### src/rtl/rbd_pkg.sv
package rbd_pkg;

   localparam int CPU_DW = 32;

   typedef enum logic [1:0] {
      SZ_BYTE = 2'd0,
      SZ_HALF = 2'd1,
      SZ_WORD = 2'd2
   } acc_size_e;

   typedef enum logic [2:0] {
      TG_SCRATCH = 3'd0,
      TG_SOUND   = 3'd1,
      TG_SERIAL  = 3'd2,
      TG_DISC    = 3'd3,
      TG_TIMER   = 3'd4
   } target_e;

   localparam logic [1:0] FLD_COUNT  = 2'd0;
   localparam logic [1:0] FLD_MODE   = 2'd1;
   localparam logic [1:0] FLD_TARGET = 2'd2;

endpackage

### src/rtl/rbd_region_decode.sv
module rbd_region_decode
   import rbd_pkg::*;
#(
   parameter int                ADDR_W     = 12,
   parameter logic [ADDR_W-1:0] SND_LO     = 'hC00,
   parameter logic [ADDR_W-1:0] SND_HI     = 'hE00,
   parameter logic [ADDR_W-1:0] SER_ADDR   = 'h040,
   parameter logic [ADDR_W-1:0] DSK_BASE   = 'h800,
   parameter logic [ADDR_W-1:0] TMR_BASE   = 'h100,
   parameter int                TMR_NUM    = 3,
   parameter int                TMR_STRIDE = 16,
   parameter int                TSEL_W     = 2
) (
   input  logic [ADDR_W-1:0] addr,
   input  logic [1:0]        size,
   input  logic              is_wr,
   output target_e           tgt,
   output logic [2:0]        steps,
   output logic [TSEL_W-1:0] tsel,
   output logic [1:0]        tfld
);

   localparam logic [ADDR_W-1:0] DSK_SPAN = ADDR_W'(4);
   localparam logic [ADDR_W-1:0] TMR_SPAN = ADDR_W'(12);

   if (TMR_STRIDE < 12) begin : g_bad_stride
      $error("timer stride must cover three word registers");
   end
   if (TMR_NUM < 1 || TMR_NUM > (1 << TSEL_W)) begin : g_bad_tnum
      $error("timer count does not fit the select width");
   end

   logic [TMR_NUM-1:0] thit;
   logic [1:0]         tfld_v [TMR_NUM];

   for (genvar g = 0; g < TMR_NUM; g++) begin : g_tmr
      localparam logic [ADDR_W-1:0] BASE = ADDR_W'(TMR_BASE + g * TMR_STRIDE);
      logic [ADDR_W-1:0] off;
      assign off       = addr - BASE;
      assign thit[g]   = (addr >= BASE) && (off < TMR_SPAN) && (off[1:0] == 2'b00);
      assign tfld_v[g] = off[3:2];
   end

   logic snd_hit, ser_hit, dsk_hit, tmr_hit;

   always_comb begin
      tsel    = '0;
      tfld    = FLD_COUNT;
      tmr_hit = 1'b0;
      for (int n = 0; n < TMR_NUM; n++) begin
         if (thit[n]) begin
            tsel    = TSEL_W'(n);
            tfld    = tfld_v[n];
            tmr_hit = (size != SZ_BYTE);
         end
      end
   end

   assign snd_hit = (addr >= SND_LO) && (addr < SND_HI) && (size != SZ_BYTE);
   assign ser_hit = (addr == SER_ADDR);
   assign dsk_hit = (addr >= DSK_BASE) && ((addr - DSK_BASE) < DSK_SPAN) && (size == SZ_BYTE);

   always_comb begin
      tgt   = TG_SCRATCH;
      steps = 3'd1;
      if (snd_hit) begin
         tgt   = TG_SOUND;
         steps = (is_wr && size == SZ_WORD) ? 3'd2 : 3'd1;
      end else if (ser_hit) begin
         tgt = TG_SERIAL;
         if (!is_wr) begin
            case (acc_size_e'(size))
               SZ_BYTE: steps = 3'd1;
               SZ_HALF: steps = 3'd2;
               default: steps = 3'd4;
            endcase
         end
      end else if (dsk_hit) begin
         tgt = TG_DISC;
      end else if (tmr_hit) begin
         tgt = TG_TIMER;
      end
   end

endmodule

### src/rtl/rbd_scratch.sv
module rbd_scratch
   import rbd_pkg::*;
#(
   parameter  int DEPTH = 16,
   localparam int IDX_W = $clog2(DEPTH),
   localparam int SA_W  = IDX_W + 2
) (
   input  logic              clk,
   input  logic              rst_n,
   input  logic              we,
   input  logic [SA_W-1:0]   addr,
   input  logic [1:0]        size,
   input  logic [CPU_DW-1:0] wdata,
   output logic [CPU_DW-1:0] rdata
);

   if (DEPTH < 2 || (DEPTH & (DEPTH - 1)) != 0) begin : g_bad_depth
      $error("scratch depth must be a power of two of at least 2");
   end

   logic [CPU_DW-1:0] mem [DEPTH];
   logic [IDX_W-1:0]  idx;
   logic [3:0]        be;
   logic [CPU_DW-1:0] wlane;
   logic [CPU_DW-1:0] word;

   assign idx   = addr[SA_W-1:2];
   assign wlane = wdata << {addr[1:0], 3'b000};

   always_comb begin
      case (acc_size_e'(size))
         SZ_BYTE: be = 4'b0001 << addr[1:0];
         SZ_HALF: be = 4'b0011 << {addr[1], 1'b0};
         default: be = 4'b1111;
      endcase
   end

   always_ff @(posedge clk) begin
      if (!rst_n) begin
         for (int i = 0; i < DEPTH; i++) mem[i] <= '0;
      end else if (we) begin
         for (int b = 0; b < 4; b++) begin
            if (be[b]) mem[idx][8*b +: 8] <= wlane[8*b +: 8];
         end
      end
   end

   assign word = mem[idx] >> {addr[1:0], 3'b000};

   always_comb begin
      case (acc_size_e'(size))
         SZ_BYTE: rdata = {24'b0, word[7:0]};
         SZ_HALF: rdata = {16'b0, word[15:0]};
         default: rdata = word;
      endcase
   end

endmodule

### src/rtl/reg_bus_decoder.sv
module reg_bus_decoder
   import rbd_pkg::*;
#(
   parameter  int                ADDR_W     = 12,
   parameter  logic [ADDR_W-1:0] SND_LO     = 'hC00,
   parameter  logic [ADDR_W-1:0] SND_HI     = 'hE00,
   parameter  logic [ADDR_W-1:0] SER_ADDR   = 'h040,
   parameter  logic [ADDR_W-1:0] DSK_BASE   = 'h800,
   parameter  logic [ADDR_W-1:0] TMR_BASE   = 'h100,
   parameter  int                TMR_NUM    = 3,
   parameter  int                TMR_STRIDE = 16,
   parameter  int                SCR_DEPTH  = 16,
   localparam int                TSEL_W     = (TMR_NUM > 1) ? $clog2(TMR_NUM) : 1
) (
   input  logic              clk,
   input  logic              rst_n,
   input  logic              cpu_re,
   input  logic              cpu_we,
   input  logic [ADDR_W-1:0] cpu_addr,
   input  logic [1:0]        cpu_size,
   input  logic [31:0]       cpu_wdata,
   output logic              cpu_busy,
   output logic              cpu_rvalid,
   output logic [31:0]       cpu_rdata,
   output logic              snd_re,
   output logic              snd_we,
   output logic [ADDR_W-1:0] snd_addr,
   output logic [15:0]       snd_wdata,
   input  logic [15:0]       snd_rdata,
   output logic              ser_re,
   output logic              ser_we,
   output logic [7:0]        ser_wdata,
   input  logic [7:0]        ser_rdata,
   output logic              dsk_re,
   output logic              dsk_we,
   output logic [1:0]        dsk_idx,
   output logic [7:0]        dsk_wdata,
   input  logic [7:0]        dsk_rdata,
   output logic              tmr_re,
   output logic              tmr_we,
   output logic [TSEL_W-1:0] tmr_sel,
   output logic [1:0]        tmr_field,
   output logic [31:0]       tmr_wdata,
   input  logic [31:0]       tmr_rdata
);

   localparam int SA_W = $clog2(SCR_DEPTH) + 2;

   if (ADDR_W < SA_W) begin : g_bad_aw
      $error("address width too small for the scratch file");
   end

   // decode of the incoming request
   target_e           dec_tgt;
   logic [2:0]        dec_steps;
   logic [TSEL_W-1:0] dec_tsel;
   logic [1:0]        dec_tfld;

   rbd_region_decode #(
      .ADDR_W(ADDR_W), .SND_LO(SND_LO), .SND_HI(SND_HI), .SER_ADDR(SER_ADDR),
      .DSK_BASE(DSK_BASE), .TMR_BASE(TMR_BASE), .TMR_NUM(TMR_NUM),
      .TMR_STRIDE(TMR_STRIDE), .TSEL_W(TSEL_W)
   ) u_decode (
      .addr(cpu_addr), .size(cpu_size), .is_wr(cpu_we),
      .tgt(dec_tgt), .steps(dec_steps), .tsel(dec_tsel), .tfld(dec_tfld)
   );

   // captured access and sequencing state
   logic              act;
   logic              q_we;
   logic [1:0]        q_size;
   logic [ADDR_W-1:0] q_addr;
   logic [31:0]       q_wdata;
   target_e           q_tgt;
   logic [2:0]        q_steps;
   logic [2:0]        q_step;
   logic [TSEL_W-1:0] q_tsel;
   logic [1:0]        q_tfld;
   logic [31:0]       acc;
   logic [31:0]       acc_nxt;
   logic [31:0]       scr_rdata;
   logic              last;
   logic              accept;

   assign accept = !act && (cpu_re || cpu_we);
   assign last   = (q_step == q_steps - 3'd1);

   rbd_scratch #(.DEPTH(SCR_DEPTH)) u_scratch (
      .clk(clk), .rst_n(rst_n),
      .we(act && q_we && q_tgt == TG_SCRATCH),
      .addr(q_addr[SA_W-1:0]), .size(q_size), .wdata(q_wdata),
      .rdata(scr_rdata)
   );

   always_comb begin
      acc_nxt = acc;
      case (q_tgt)
         TG_SERIAL: acc_nxt[{q_step[1:0], 3'b000} +: 8] = ser_rdata;
         TG_SOUND:  acc_nxt = {16'b0, snd_rdata};
         TG_DISC:   acc_nxt = {24'b0, dsk_rdata};
         TG_TIMER:  acc_nxt = (q_size == SZ_HALF) ? {16'b0, tmr_rdata[15:0]} : tmr_rdata;
         default:   acc_nxt = scr_rdata;
      endcase
   end

   always_ff @(posedge clk) begin
      if (!rst_n) begin
         act        <= 1'b0;
         q_we       <= 1'b0;
         q_size     <= SZ_BYTE;
         q_addr     <= '0;
         q_wdata    <= '0;
         q_tgt      <= TG_SCRATCH;
         q_steps    <= 3'd1;
         q_step     <= '0;
         q_tsel     <= '0;
         q_tfld     <= FLD_COUNT;
         acc        <= '0;
         cpu_rvalid <= 1'b0;
         cpu_rdata  <= '0;
      end else begin
         cpu_rvalid <= 1'b0;
         if (accept) begin
            act     <= 1'b1;
            q_we    <= cpu_we;
            q_size  <= cpu_size;
            q_addr  <= cpu_addr;
            q_wdata <= cpu_wdata;
            q_tgt   <= dec_tgt;
            q_steps <= dec_steps;
            q_step  <= '0;
            q_tsel  <= dec_tsel;
            q_tfld  <= dec_tfld;
            acc     <= '0;
         end else if (act) begin
            acc    <= acc_nxt;
            q_step <= q_step + 3'd1;
            if (last) begin
               act <= 1'b0;
               if (!q_we) begin
                  cpu_rvalid <= 1'b1;
                  cpu_rdata  <= acc_nxt;
               end
            end
         end
      end
   end

   assign cpu_busy = act;

   // peripheral side
   assign snd_re    = act && q_tgt == TG_SOUND  && !q_we;
   assign snd_we    = act && q_tgt == TG_SOUND  &&  q_we;
   assign ser_re    = act && q_tgt == TG_SERIAL && !q_we;
   assign ser_we    = act && q_tgt == TG_SERIAL &&  q_we;
   assign dsk_re    = act && q_tgt == TG_DISC   && !q_we;
   assign dsk_we    = act && q_tgt == TG_DISC   &&  q_we;
   assign tmr_re    = act && q_tgt == TG_TIMER  && !q_we;
   assign tmr_we    = act && q_tgt == TG_TIMER  &&  q_we;

   assign snd_addr  = q_addr + ADDR_W'({q_step[1:0], 1'b0});
   assign snd_wdata = q_step[0] ? q_wdata[31:16] : q_wdata[15:0];
   assign ser_wdata = q_wdata[7:0];
   assign dsk_idx   = q_addr[1:0];
   assign dsk_wdata = q_wdata[7:0];
   assign tmr_sel   = q_tsel;
   assign tmr_field = q_tfld;
   assign tmr_wdata = (q_size == SZ_WORD && q_tfld == FLD_MODE) ? q_wdata : {16'b0, q_wdata[15:0]};

   // assertions
   logic [7:0] stb_vec;
   assign stb_vec = {snd_re, snd_we, ser_re, ser_we, dsk_re, dsk_we, tmr_re, tmr_we};

   assert_aligned_R2: assert property (@(posedge clk) disable iff (!rst_n)
      ((cpu_re || cpu_we) && !cpu_busy) |->
         ((cpu_size == SZ_BYTE) || (cpu_size == SZ_HALF && !cpu_addr[0]) ||
          (cpu_size == SZ_WORD && cpu_addr[1:0] == 2'b00)))
      else $error("misaligned or illegal-size request");

   assert_one_strobe_R2: assert property (@(posedge clk) disable iff (!rst_n)
      $onehot0(stb_vec))
      else $error("more than one peripheral strobe");

   assert_strobe_busy_R2: assert property (@(posedge clk) disable iff (!rst_n)
      (stb_vec != 8'h00) |-> cpu_busy)
      else $error("strobe outside a busy window");

   assert_rvalid_pulse_R2: assert property (@(posedge clk) disable iff (!rst_n)
      cpu_rvalid |=> !cpu_rvalid)
      else $error("read valid longer than one cycle");

   assert_snd_pair_R4: assert property (@(posedge clk) disable iff (!rst_n)
      (snd_we && q_step == 3'd0 && q_steps == 3'd2) |=>
         (snd_we && snd_addr == $past(snd_addr) + ADDR_W'(2)))
      else $error("sound word write not split into adjacent halves");

   assert_ser_burst_R5: assert property (@(posedge clk) disable iff (!rst_n)
      (ser_re && !last) |=> ser_re)
      else $error("serial byte reads not back to back");

   assert_tmr_trunc_R8: assert property (@(posedge clk) disable iff (!rst_n)
      (tmr_we && tmr_field != FLD_MODE) |-> (tmr_wdata[31:16] == 16'h0000))
      else $error("count or target write wider than 16 bits");

endmodule

### config.mk
export PLATFORM = sky130hd
export DESIGN_NAME = reg_bus_decoder
export DESIGN_NICKNAME = d
export VERILOG_FILES = /design/src/rtl/rbd_pkg.sv /design/src/rtl/rbd_region_decode.sv /design/src/rtl/rbd_scratch.sv /design/src/rtl/reg_bus_decoder.sv
export SDC_FILE = /design/constraint.sdc
export NUM_CORES = 1
export LEC_CHECK = 0
export BUFFER_PORTS_ARGS = -buffer_cell sky130_fd_sc_hd__buf_4
export CAP_MARGIN = 20
export CELL_PAD_IN_SITES_DETAIL_PLACEMENT = 1
export CELL_PAD_IN_SITES_GLOBAL_PLACEMENT = 2
export CORE_MARGIN = 2
export CORE_UTILIZATION = 45
export CTS_CLUSTER_DIAMETER = 30
export DETAILED_ROUTE_END_ITERATION = 12
export GPL_TIMING_DRIVEN = 1
export PLACE_DENSITY_LB_ADDON = 0.05
export SYNTH_ARGS = -nofsm -noshare
export SYNTH_HDL_FRONTEND = slang
export SYNTH_SLANG_ARGS = --single-unit
### constraint.sdc
create_clock -name clk -period 5.41 [get_ports clk]
set_input_delay 0.8115 -clock clk [delete_from_list [all_inputs] [get_ports clk]]
set_output_delay 0.8115 -clock clk [all_outputs]
set_load 0.02 [all_outputs]
==> results_dict.tcl <==
set metrics [dict create \
    drv_slew 0 \
    hold_buffers 0 \
    timing.final.ws_setup_ns 1.42 \
    regToRegSetupSlack_ns 1.72 \
    post-dp-hpwl_mm 70.4 \
    cts_max_path_buffers 3 \
    syn_to_final_growth_pct 24.8 \
    synth_cell_types 76 \
    setup_violations 0 \
    end_kind "primary output" \
    min_period_over_period 0.738 \
    yosysSeqAreaShare 0.609 \
    post_cts_buffers 0 \
    seq_area_um2 18000 \
    leakagePower_nw 13.4 \
    drt-initial-drc-count 2447 \
    cellPowerDensity_nw_per_um2 437 \
    min-delay-start "cpu_wdata[25]" \
    drtPass1Iterations 5 \
    fillers 6493 \
    p_int_mw 12.0 \
    diodes 0 \
    layout_commonest_cell "nor2_1" \
    hold_class "in -> reg" \
    r2r-end "acc[18]" \
    syn_area_per_cell_um2 12.2 \
    comb_power_share 0.100 \
    synth-seq-cells 642 \
    synth_nets 2544 \
    final_hold_viol_count 0 \
    gp_congestion 0.901 \
    clock_latency_ns 0.72 \
    slew_headroom 0.218 \
    outcome "finished, final reports clean" \
    grt_use_total 0.304 \
    power_frac_seq 0.355 \
    final_cell_mix "nor2_1 (589), edfxtp_1 (512), buf_4 (287), nand2_1 (234), clkbuf_16 (145)" \
    clkTransAtPathRegs_ns 0.04 \
    ir_worst_vdd_mv 0.327 \
    antenna_found_initial 3 \
    startpoint "q_addr[2]" \
    p_switching_mw 4.07 \
    grt_max_degree 67 \
    grt_pass1_wl_mm 150 \
    max_freq_mhz 251 \
    critical_path_required_ns 4.60 \
    drive_above_1_share 0.254 \
    vias 21722 \
    h-tree-depth 4 \
    dieHeight_um 260 \
    dr.max_layer_used "met5" \
    cap_violations 0 \
    path_class "reg -> out" \
    cts.sink_count 642 \
    crit_fanout 8 \
    async_reset_ff_frac 0 \
    wl_met3_mm 7.99 \
    start_kind "flop" \
    cts_resized 0 \
    hold_depth 2 \
    die_area_um2 67700 \
    wl_met1_mm 42.6 \
    cp_cell_sequence "inv_1 > fa_1 > nor2b_1 > nand2_1 > nor3_1 > nand3_1 > xnor2_1 > buf_4" \
    p_clk_frac 0.545 \
    io_buffer_count 237 \
    mappedNetlistArea_um2 29500 \
    grt_pass1_vias 22336 \
    holdPathEnd "q_wdata[25]" \
    cts_tree "built" \
    ant_nets 0 \
    vias_per_cell 5.97 \
    root_buffer "clkbuf_16" \
    worst_pin_slew_ns 1.17 \
    skew_ns 0.0290 \
    die_w_um 260 \
    rsz0062_at_grt "no" \
    critical_path.max_stage_delay_ns 0.60 \
    fin_tns_setup_ns 0 \
    core_region_area_um2 64700 \
    r2r_cells 7 \
    grt_remaining_overflow 0 \
    post-route-min-period_ns 3.99 \
    multi_input_area_um2 10500 \
    synthCells 2418 \
    met2_length_mm 48.4 \
    start_util 0.456 \
    swShare 0.253 \
    worstPathArrival_ns 3.18 \
    crit_path_top_delay_cell "dfxtp_1" \
    routedWlPerCell_um 28.0 \
    synth-main-ff-cell "edfxtp_1" \
    numCtsBuffers 143 \
    nets 2794 \
    drc 0 \
    drt_wl_total_mm 102 \
    io_pins 238 \
    dp_slack_ns 1.45 \
    ys.warnings.count 0 \
    fp-row-count 93 \
    synth_edf_count 512 \
]
==> layout make-up <==
| cell class | instances | share of cell area |
|---|---|---|
| Clock buffer | 176 | 0.106 |
| Clock inverter | 86 | 0.0273 |
| Inverter | 28 | 0.00285 |
| Multi-Input combinational cell | 1560 | 0.286 |
| Sequential cell | 642 | 0.488 |
| Tap cell | 855 | 0.0290 |
| Timing Repair Buffer | 293 | 0.0609 |
==> per-stage QoR <==
step | power [mW] | hold slack, ns | utilization | cells | instance area, um2
final | 16.1 | 0.313 | 0.569 | 3640 | 36800
after global routing | 16.5 | 0.295 | 0.569 | 3640 | 36800
after CTS | 16.1 | 0.274 | 0.569 | 3636 | 36800
after detailed placement | 7.37 | 0.456 | 0.493 | 3374 | 31900
after global placement | 7.35 | 0.451 | 0.493 | 3374 | 31900
after floorplan | 6.66 | 0.426 | - | 2418 | 29500
==> Yosys cell counts (26+ instances only) <==
| master | count | area, um2 |
|---|---|---|
| mux2i_1 | 31 | 310 |
| mux2_2 | 36 | 405 |
| mux4_2 | 122 | 2750 |
| edfxtp_1 | 512 | 15400 |
| dfxtp_1 | 130 | 2600 |
| a22o_1 | 53 | 464 |
| nor2b_1 | 26 | 163 |
| buf_4 | 43 | 323 |
| a21oi_1 | 68 | 340 |
| nor2_1 | 590 | 2210 |
| nand2_1 | 234 | 878 |
| a22oi_1 | 44 | 330 |
| clkbuf_1 | 110 | 413 |
| o21ai_0 | 57 | 285 |
==> sequential cells by signal, indices dropped and copies added, names as in the netlist, 2 cells and up, named ones only <==
register       count
u_scratch.mem    512
q_addr            12
tmr_sel            2
q_step             3
cpu_rdata         32
tmr_field          2
q_steps            3
acc               32
q_wdata           32
q_tgt              3
q_size             2
==> logic make-up after synthesis <==
family,Yosys count,synth area share
AND/OR/NAND/NOR,969,0.136
flip-flops,642,0.609
AO/OA/AOI/OAI,370,0.0880
buffers and inverters,216,0.0357
multiplexers,193,0.121
XOR/XNOR,16,0.00475
adder cells (fa/ha/maj),12,0.00534
==> critical path: cells and delay by family (launching register included) <==
family | cells | cell delay, ns
xor gates and xnor gates | 1 | 0.15
buffers and inverters | 2 | 0.37
and+or+nand+nor | 4 | 0.85
DFF | 1 | 0.60
adders and majority gates | 1 | 0.50
==> worst max-delay path by stage <==
stage,endpoint
2_1_floorplan,snd_addr[11]
3_3_place_gp,u_scratch.mem[11][14]
3_5_place_dp,u_scratch.mem[13][10]
4_1_cts,snd_addr[11]
5_1_grt,snd_addr[11]
6_report,snd_addr[11]
==> power groups by stage <==
stage	clock, mW	sequential, mW	combinational (mW)
floorplan	0	5.72	0.941
global placement	0	5.79	1.57
detailed placement	0	5.80	1.58
CTS	8.82	5.71	1.59
global route	9.07	5.73	1.68
finish	8.77	5.72	1.60
==> per-layer routing <==
metal,track usage,vias up
met5,0,-
met4,0.110,4
met3,0.0548,170
met2,0.486,989
met1,0.416,11113
li1,-,9446
Note: power is estimated with default switching activity, not from simulation.
